### src/rtl/i2c_xact_seq_pkg.sv
package i2c_xact_seq_pkg;

   typedef enum logic [2:0] {
      CMD_RECOVER = 3'd0,
      CMD_START   = 3'd1,
      CMD_STOP    = 3'd2,
      CMD_WRITE   = 3'd3,
      CMD_READ    = 3'd4
   } cmd_e;

   typedef enum logic [1:0] {
      OP_PROBE = 2'd0,
      OP_WRITE = 2'd1,
      OP_READ  = 2'd2,
      OP_RSVD  = 2'd3
   } op_e;

   typedef enum logic [3:0] {
      S_RECOV, S_IDLE, S_START, S_CHIPW, S_ADDR, S_TURN, S_START2,
      S_CHIPR, S_WDATA, S_RDATA, S_RDOUT, S_STOP, S_DONE
   } st_e;

endpackage

### src/rtl/i2c_xact_seq_chipfold.sv
module i2c_xact_seq_chipfold #(
   parameter int         AW       = 32,
   parameter int         ALW      = 3,
   parameter logic [6:0] OVF_MASK = 7'h00
) (
   input  logic [6:0]     chip,
   input  logic [AW-1:0]  addr,
   input  logic [ALW-1:0] alen,
   output logic [6:0]     chip_out
);
   localparam int EW = AW + 8;

   generate
      if (OVF_MASK == 7'h00) begin : g_plain
         logic unused_ok;
         assign unused_ok = ^{addr, alen};
         assign chip_out  = chip;
      end else begin : g_fold
         logic [EW-1:0] ext;
         logic [EW-1:0] hi;
         assign ext      = {8'h00, addr};
         assign hi       = ext >> {alen, 3'b000};
         assign chip_out = chip | (hi[6:0] & OVF_MASK);
      end
   endgenerate
endmodule

### src/rtl/i2c_xact_seq_bytepick.sv
module i2c_xact_seq_bytepick #(
   parameter int ABYTES_MAX = 4,
   parameter int AW         = 32,
   parameter int ALW        = 3
) (
   input  logic [AW-1:0]  addr,
   input  logic [ALW-1:0] alen,
   input  logic [ALW-1:0] idx,
   output logic [7:0]     abyte
);
   logic [7:0]     lanes [ABYTES_MAX];
   logic [ALW-1:0] sel;

   generate
      for (genvar g = 0; g < ABYTES_MAX; g++) begin : g_lane
         assign lanes[g] = addr[8*g +: 8];
      end
   endgenerate

   // most significant address byte goes out first
   assign sel = alen - idx - ALW'(1);

   always_comb begin
      abyte = 8'h00;
      for (int k = 0; k < ABYTES_MAX; k++)
         if (sel == ALW'(k)) abyte = lanes[k];
   end
endmodule

### src/rtl/i2c_xact_seq_fsm.sv
module i2c_xact_seq_fsm
   import i2c_xact_seq_pkg::*;
#(
   parameter int AW        = 32,
   parameter int ALW       = 3,
   parameter int LW        = 9,
   parameter bit REP_START = 1'b1
) (
   input  logic           clk,
   input  logic           rst_n,
   input  logic           init_req,
   input  logic           req_valid,
   output logic           req_ready,
   input  logic [1:0]     req_op,
   input  logic [6:0]     chip_in,
   input  logic [AW-1:0]  req_addr,
   input  logic [ALW-1:0] req_alen,
   input  logic [LW-1:0]  req_len,
   output logic [AW-1:0]  addr_q,
   output logic [ALW-1:0] alen_q,
   output logic [ALW-1:0] idx_q,
   input  logic [7:0]     abyte,
   input  logic           wr_valid,
   output logic           wr_ready,
   input  logic [7:0]     wr_data,
   output logic           rd_valid,
   input  logic           rd_ready,
   output logic [7:0]     rd_data,
   output logic           cmd_valid,
   input  logic           cmd_ready,
   output logic [2:0]     cmd_code,
   output logic [7:0]     cmd_byte,
   output logic           cmd_nack,
   input  logic           rsp_valid,
   input  logic           rsp_nack,
   input  logic [7:0]     rsp_byte,
   output logic           done,
   output logic           done_err,
   output logic [LW-1:0]  done_nacks
);
   st_e           st;
   st_e           after_addr;
   logic          wait_q;
   op_e           op_q;
   logic [6:0]    chip_q;
   logic [LW-1:0] len_q;
   logic [LW-1:0] cnt_q;
   logic [LW-1:0] nacks_q;
   logic          err_q;
   logic [7:0]    rbyte_q;
   logic          last_byte;

   assign last_byte = (cnt_q == len_q - LW'(1));

   always_comb begin
      if (len_q == '0)            after_addr = S_STOP;
      else if (op_q == OP_WRITE)  after_addr = S_WDATA;
      else if (REP_START)         after_addr = S_START2;
      else                        after_addr = S_TURN;
   end

   always_comb begin
      cmd_valid = 1'b0;
      cmd_code  = CMD_STOP;
      cmd_byte  = 8'h00;
      cmd_nack  = 1'b0;
      wr_ready  = 1'b0;
      unique case (st)
         S_RECOV:          begin cmd_valid = !wait_q; cmd_code = CMD_RECOVER; end
         S_START, S_START2:begin cmd_valid = !wait_q; cmd_code = CMD_START;   end
         S_TURN, S_STOP:   begin cmd_valid = !wait_q; cmd_code = CMD_STOP;    end
         S_CHIPW: begin cmd_valid = !wait_q; cmd_code = CMD_WRITE; cmd_byte = {chip_q, 1'b0}; end
         S_CHIPR: begin cmd_valid = !wait_q; cmd_code = CMD_WRITE; cmd_byte = {chip_q, 1'b1}; end
         S_ADDR:  begin cmd_valid = !wait_q; cmd_code = CMD_WRITE; cmd_byte = abyte;          end
         S_WDATA: begin
            cmd_valid = !wait_q && wr_valid;
            cmd_code  = CMD_WRITE;
            cmd_byte  = wr_data;
            wr_ready  = !wait_q && cmd_ready;
         end
         S_RDATA: begin cmd_valid = !wait_q; cmd_code = CMD_READ; cmd_nack = last_byte; end
         default: ;
      endcase
   end

   assign req_ready  = (st == S_IDLE) && !init_req;
   assign rd_valid   = (st == S_RDOUT);
   assign rd_data    = rbyte_q;
   assign done       = (st == S_DONE);
   assign done_err   = err_q;
   assign done_nacks = nacks_q;

   always_ff @(posedge clk) begin
      if (!rst_n) begin
         st      <= S_RECOV;
         wait_q  <= 1'b0;
         op_q    <= OP_PROBE;
         chip_q  <= '0;
         addr_q  <= '0;
         alen_q  <= '0;
         len_q   <= '0;
         idx_q   <= '0;
         cnt_q   <= '0;
         nacks_q <= '0;
         err_q   <= 1'b0;
         rbyte_q <= '0;
      end else begin
         if (cmd_valid && cmd_ready) wait_q <= 1'b1;
         if (wait_q && rsp_valid) begin
            wait_q <= 1'b0;
            unique case (st)
               S_RECOV:  st <= S_IDLE;
               S_START:  st <= (op_q == OP_READ && alen_q == '0 && len_q != '0) ? S_CHIPR : S_CHIPW;
               S_CHIPW: begin
                  if (rsp_nack) begin err_q <= 1'b1; st <= S_STOP; end
                  else if (op_q == OP_PROBE || op_q == OP_RSVD) st <= S_STOP;
                  else if (alen_q != '0) begin idx_q <= '0; st <= S_ADDR; end
                  else st <= after_addr;
               end
               S_ADDR: begin
                  if (rsp_nack) begin err_q <= 1'b1; st <= S_STOP; end
                  else if (idx_q == alen_q - ALW'(1)) st <= after_addr;
                  else idx_q <= idx_q + ALW'(1);
               end
               S_TURN:   st <= S_START2;
               S_START2: st <= S_CHIPR;
               S_CHIPR: begin
                  if (rsp_nack) begin err_q <= 1'b1; st <= S_STOP; end
                  else begin cnt_q <= '0; st <= S_RDATA; end
               end
               S_WDATA: begin
                  if (rsp_nack) nacks_q <= nacks_q + LW'(1);
                  if (last_byte) st <= S_STOP;
                  else cnt_q <= cnt_q + LW'(1);
               end
               S_RDATA: begin rbyte_q <= rsp_byte; st <= S_RDOUT; end
               S_STOP:  st <= S_DONE;
               default: ;
            endcase
         end
         unique case (st)
            S_IDLE: begin
               if (init_req) st <= S_RECOV;
               else if (req_valid) begin
                  op_q    <= op_e'(req_op);
                  chip_q  <= chip_in;
                  addr_q  <= req_addr;
                  alen_q  <= req_alen;
                  len_q   <= req_len;
                  cnt_q   <= '0;
                  nacks_q <= '0;
                  err_q   <= 1'b0;
                  st      <= S_START;
               end
            end
            S_RDOUT: if (rd_ready) begin
               if (last_byte) st <= S_STOP;
               else begin cnt_q <= cnt_q + LW'(1); st <= S_RDATA; end
            end
            S_DONE:  st <= S_IDLE;
            default: ;
         endcase
      end
   end
endmodule

### src/rtl/i2c_xact_seq.sv
module i2c_xact_seq #(
   parameter int         ABYTES_MAX = 4,
   parameter int         LEN_MAX    = 256,
   parameter bit         REP_START  = 1'b1,
   parameter logic [6:0] OVF_MASK   = 7'h00,
   localparam int        AW         = 8 * ABYTES_MAX,
   localparam int        ALW        = $clog2(ABYTES_MAX + 1),
   localparam int        LW         = $clog2(LEN_MAX + 1)
) (
   input  logic           clk,
   input  logic           rst_n,
   input  logic           init_req,
   input  logic           req_valid,
   output logic           req_ready,
   input  logic [1:0]     req_op,
   input  logic [6:0]     req_chip,
   input  logic [AW-1:0]  req_addr,
   input  logic [ALW-1:0] req_alen,
   input  logic [LW-1:0]  req_len,
   input  logic           wr_valid,
   output logic           wr_ready,
   input  logic [7:0]     wr_data,
   output logic           rd_valid,
   input  logic           rd_ready,
   output logic [7:0]     rd_data,
   output logic           cmd_valid,
   input  logic           cmd_ready,
   output logic [2:0]     cmd_code,
   output logic [7:0]     cmd_byte,
   output logic           cmd_nack,
   input  logic           rsp_valid,
   input  logic           rsp_nack,
   input  logic [7:0]     rsp_byte,
   output logic           done,
   output logic           done_err,
   output logic [LW-1:0]  done_nacks
);
   generate
      if (ABYTES_MAX < 1 || ABYTES_MAX > 4) begin : g_bad_abytes
         $error("ABYTES_MAX must lie in 1..4");
      end
      if (LEN_MAX < 1) begin : g_bad_len
         $error("LEN_MAX must be at least 1");
      end
   endgenerate

   logic [6:0]     chip_f;
   logic [AW-1:0]  addr_q;
   logic [ALW-1:0] alen_q;
   logic [ALW-1:0] idx_q;
   logic [7:0]     abyte;

   i2c_xact_seq_chipfold #(.AW(AW), .ALW(ALW), .OVF_MASK(OVF_MASK)) u_fold (
      .chip(req_chip), .addr(req_addr), .alen(req_alen), .chip_out(chip_f)
   );

   i2c_xact_seq_bytepick #(.ABYTES_MAX(ABYTES_MAX), .AW(AW), .ALW(ALW)) u_pick (
      .addr(addr_q), .alen(alen_q), .idx(idx_q), .abyte(abyte)
   );

   i2c_xact_seq_fsm #(.AW(AW), .ALW(ALW), .LW(LW), .REP_START(REP_START)) u_fsm (
      .clk(clk), .rst_n(rst_n), .init_req(init_req),
      .req_valid(req_valid), .req_ready(req_ready), .req_op(req_op),
      .chip_in(chip_f), .req_addr(req_addr), .req_alen(req_alen), .req_len(req_len),
      .addr_q(addr_q), .alen_q(alen_q), .idx_q(idx_q), .abyte(abyte),
      .wr_valid(wr_valid), .wr_ready(wr_ready), .wr_data(wr_data),
      .rd_valid(rd_valid), .rd_ready(rd_ready), .rd_data(rd_data),
      .cmd_valid(cmd_valid), .cmd_ready(cmd_ready), .cmd_code(cmd_code),
      .cmd_byte(cmd_byte), .cmd_nack(cmd_nack),
      .rsp_valid(rsp_valid), .rsp_nack(rsp_nack), .rsp_byte(rsp_byte),
      .done(done), .done_err(done_err), .done_nacks(done_nacks)
   );
endmodule

### config.mk
export PLATFORM = sky130hd
export DESIGN_NAME = i2c_xact_seq
export DESIGN_NICKNAME = d
export VERILOG_FILES = /design/src/rtl/i2c_xact_seq_pkg.sv /design/src/rtl/i2c_xact_seq_chipfold.sv /design/src/rtl/i2c_xact_seq_bytepick.sv /design/src/rtl/i2c_xact_seq_fsm.sv /design/src/rtl/i2c_xact_seq.sv
export SDC_FILE = /design/constraint.sdc
export NUM_CORES = 1
export LEC_CHECK = 0
export BUFFER_PORTS_ARGS = -buffer_cell sky130_fd_sc_hd__buf_2
export CAP_MARGIN = 20
export CORE_MARGIN = 10
export CORE_UTILIZATION = 49
export DETAILED_ROUTE_END_ITERATION = 16
export PLACE_DENSITY = 0.74
export SETUP_SLACK_MARGIN = 0.05
export SLEW_MARGIN = 20
export SYNTH_ARGS = -nofsm -noshare
export SYNTH_HDL_FRONTEND = slang
export SYNTH_SLANG_ARGS = --single-unit
### constraint.sdc
create_clock -name clk -period 2.9 [get_ports clk]
set_input_delay 0.435 -clock clk [delete_from_list [all_inputs] [get_ports clk]]
set_output_delay 0.435 -clock clk [all_outputs]
set_load 0.005 [all_outputs]
==> metrics.md <==
| Metric | Value |
|---|---|
| Status | `complete, but fails checks` |
| Failing checks | `negative setup slack` |
| Crit path time final | `2910 ps` |
| Clock-pin transition on the worst setup and hold timing paths | `90 ps` |
| Number of DRC markers in iteration 0 | `292` |
| Most frequent cell after synthesis | `nand2_1` |
| Netlist cell types | `62` |
| Die H | `119 um` |
| Synthesized flop and latch total | `88` |
| Routed WL | `14.3 mm` |
| CTS sink cnt | `88` |
| Wire per inst | `16.6 um` |
| First-pass GRT wire length | `23.4 mm` |
| Syn_nets | `692` |
| Hold Crit Class | `input port to register` |
| DR pass1 iterations | `4` |
| Area of the die | `0.0142 sq mm` |
| Final slew viol count | `0` |
| Row count | `36` |
| Fin nets | `811` |
| Total power | `2.34 mW` |
| Setup WS post-layout | `-13.9 ps` |
| # diodes | `0` |
| CP required | `2470 ps` |
| Initial antenna violation count | `0` |
| Clk_skew | `12.3 ps` |
| F_max | `0.343 GHz` |
| Chip Width | `119 um` |
| Crit path buf inv count | `3` |
| Number of synthesized flops with an enable pin | `0` |
| Pwr/cell area | `385 mW/mm^2` |
| Core Region | `0.00968 sq mm` |
| CP delay by family, top | `compound AO/OA/AOI/OAI gates` |
| Synthesis-to-layout area growth | `25.9%` |
| Startpoint types | `register` |
| Least-Margin Pin Slew | `598 ps` |
| Critical-path cell list | `ha_4, inv_2, fa_2, xnor2_2, and2_4, buf_6, a22oi_1, a211oi_2, a221o_1, buf_2` |
| Port bufs | `112` |
| CP max FO | `8` |
| Final-layout fill cell count | `849` |
| Crit path max-delay cell type | `dfxtp_2` |
| GP Congestion | `0.917` |
| Largest net degree at the start of global routing | `58` |
| Slowest stage delay, CP | `380 ps` |
| Total GRT Usage | `19.7%` |
| H-Tree Depth | `3` |
| Cts bufs inserted | `9` |
| Post-synth top flop | `dfxtp_1` |
| Gate Count Post-Synth | `604` |
| Synthesized area | `0.00483 sq mm` |
| Synth top area cells | `dfxtp_1 36%, nand2_1 10%, a21boi_0 8.9%` |
| Post-synth top area share | `36.5%` |
| Period utilization | `100%` |
| Seq/Total Area, Yosys | `36.5%` |
| Routed Antenna Nets | `0` |
| Critical path type | `register to output port` |
| Setup total negative slack | `-13.9 ps` |
| Share of layout cells above drive strength 1 | `29.8%` |
| FF/Latch Area | `0.00177 sq mm` |
| Worst hold slack | `292 ps` |
| Yosys top cell by area | `dfxtp_1` |
| IO Count | `113` |
| Multi-input gate area | `0.00304 sq mm` |
| Ys async rst share | `0%` |
| Setup crit end kind | `output port` |
| Worst skew pair latency | `380 ps` |
| Final setup violation count | `1` |
| Initial Util | `49.9%` |
| Via Count | `4765` |
| Root Buffer | `clkbuf_8` |
| Hold Violations, Final | `0` |
| LEAKAGE | `2.38 nW` |
| YS warnings | `0` |
| Vias in the first global route | `4882` |
| VDD IR max | `0.000291 V` |
| Worst Path Arrival | `2480 ps` |
| Detailed-route DRC error count | `0` |
| Max cap viols | `0` |
| Vias per inst | `5.53` |
| CTS tree | `yes` |
| Gr ovfl total | `0` |
| DP Wirelength | `10.4 mm` |
| Max_slew headroom | `60.1%` |
| Maximum clock path buffer count | `2` |
| Top post-synthesis cells by count | `131 x nand2_1, 88 x dfxtp_1, 57 x a21boi_0, 34 x clkbuf_1, 34 x nor2_1` |
| Syn_area_per_cell | `8.00 sq um` |
| RSZ-0062 raised after global routing | `true` |
[logic make-up after synthesis]
family          count (synthesis)  synth area share (%)
compound gates                173                  26.0
simple gates                  242                  22.9
fa+ha+maj                      10                  2.75
mux                            10                  2.10
xor+xnor                       23                  4.48
flops                          88                  36.5
buf+inv                        58                  5.28
[per-stage QoR]
| step | setup WS, ps | instances | util, % | instance area (sq um) |
|---|---|---|---|---|
| final | -13.9 | 861 | 62.8 | 6080 |
| after global routing | -82.8 | 861 | 62.8 | 6080 |
| after CTS | -39.4 | 858 | 61.8 | 5990 |
| after detailed placement | -29.5 | 836 | 57.6 | 5580 |
| after global placement | 69.7 | 836 | 57.6 | 5580 |
| after floorplan | 154 | 604 | - | 4830 |
[registers in the layout, indices dropped and copies added (netlist names)]
name              flops
u_fsm.st              4
u_fsm.idx_q           3
u_fsm.chip_q          7
u_fsm.wait_q          1
u_fsm.addr_q         32
u_fsm.op_q            2
u_fsm.len_q           9
u_fsm.done_nacks      9
u_fsm.cnt_q           9
u_fsm.alen_q          3
u_fsm.done_err        1
u_fsm.rd_data         8
[cells in the final DEF, fill, tap and decap left out, types with 11 or more instances in the layout]
cell type	n
xor2_1	11
dfxtp_1	83
nor2b_1	12
inv_1	18
o21ai_0	21
nor2_1	33
buf_2	112
nand2_1	130
a21oi_1	21
a21boi_0	57
buf_4	29
nor3_1	13
[timing repair]
item / in CTS / in global routing
buffers inserted: 4 / 3
hold buffers: 0 / 0
setup endpoints to repair: 16 / 18
pin swaps: 14 / 16
gates resized for setup: 40 / 15
gates cloned: 2 / 0
[routing by layer]
metal	vias to the layer above	part of all wire, %	track usage [%]	wire, um
li1	2352	-	-	-
met1	2247	42	23.1	5960
met2	149	50	33.2	7100
met3	17	7.5	6.38	1070
met4	0	1.4	6.56	199
met5	-	0	0	0
[report_power, final]
group | switching (mW) | internal (mW)
sequential | 0.0146 | 1.22
combinational | 0.147 | 0.121
clock | 0.503 | 0.331
[layout make-up]
class                           instances  share of cell area, %
Clock buffer                            9                   2.04
Clock inverter                          7                   1.01
Inverter                               20                   1.24
Multi-Input combinational cell        458                   50.0
Sequential cell                        88                   29.1
Tap cell                              133                   2.74
Timing Repair Buffer                  146                   13.9
[worst reg2reg max path, stage by stage (launching register included)]
cell and delay, ps:
dfxtp_2 330, or4_4 560, or3_4 400, a211oi_2 180, and4_1 260, or3b_4 420, a211oi_4 380, mux2_4 210
[worst paths after layout]
kind	start	endpoint	slack, ps	depth (start not counted)
setup / recovery	u_fsm.alen_q[0]$_SDFFE_PN0P_	cmd_byte[7]	-10	10
hold / removal	req_len[1]	u_fsm.len_q[1]$_SDFFE_PN0P_	290	3
setup reg to reg	u_fsm.len_q[2]$_SDFFE_PN0P_	u_fsm.cnt_q[0]$_SDFF_PN0_	120	7
hold reg to reg	u_fsm.addr_q[15]$_SDFFE_PN0P_	u_fsm.addr_q[15]$_SDFFE_PN0P_	470	2
Note: power is estimated with default switching activity, not from simulation.
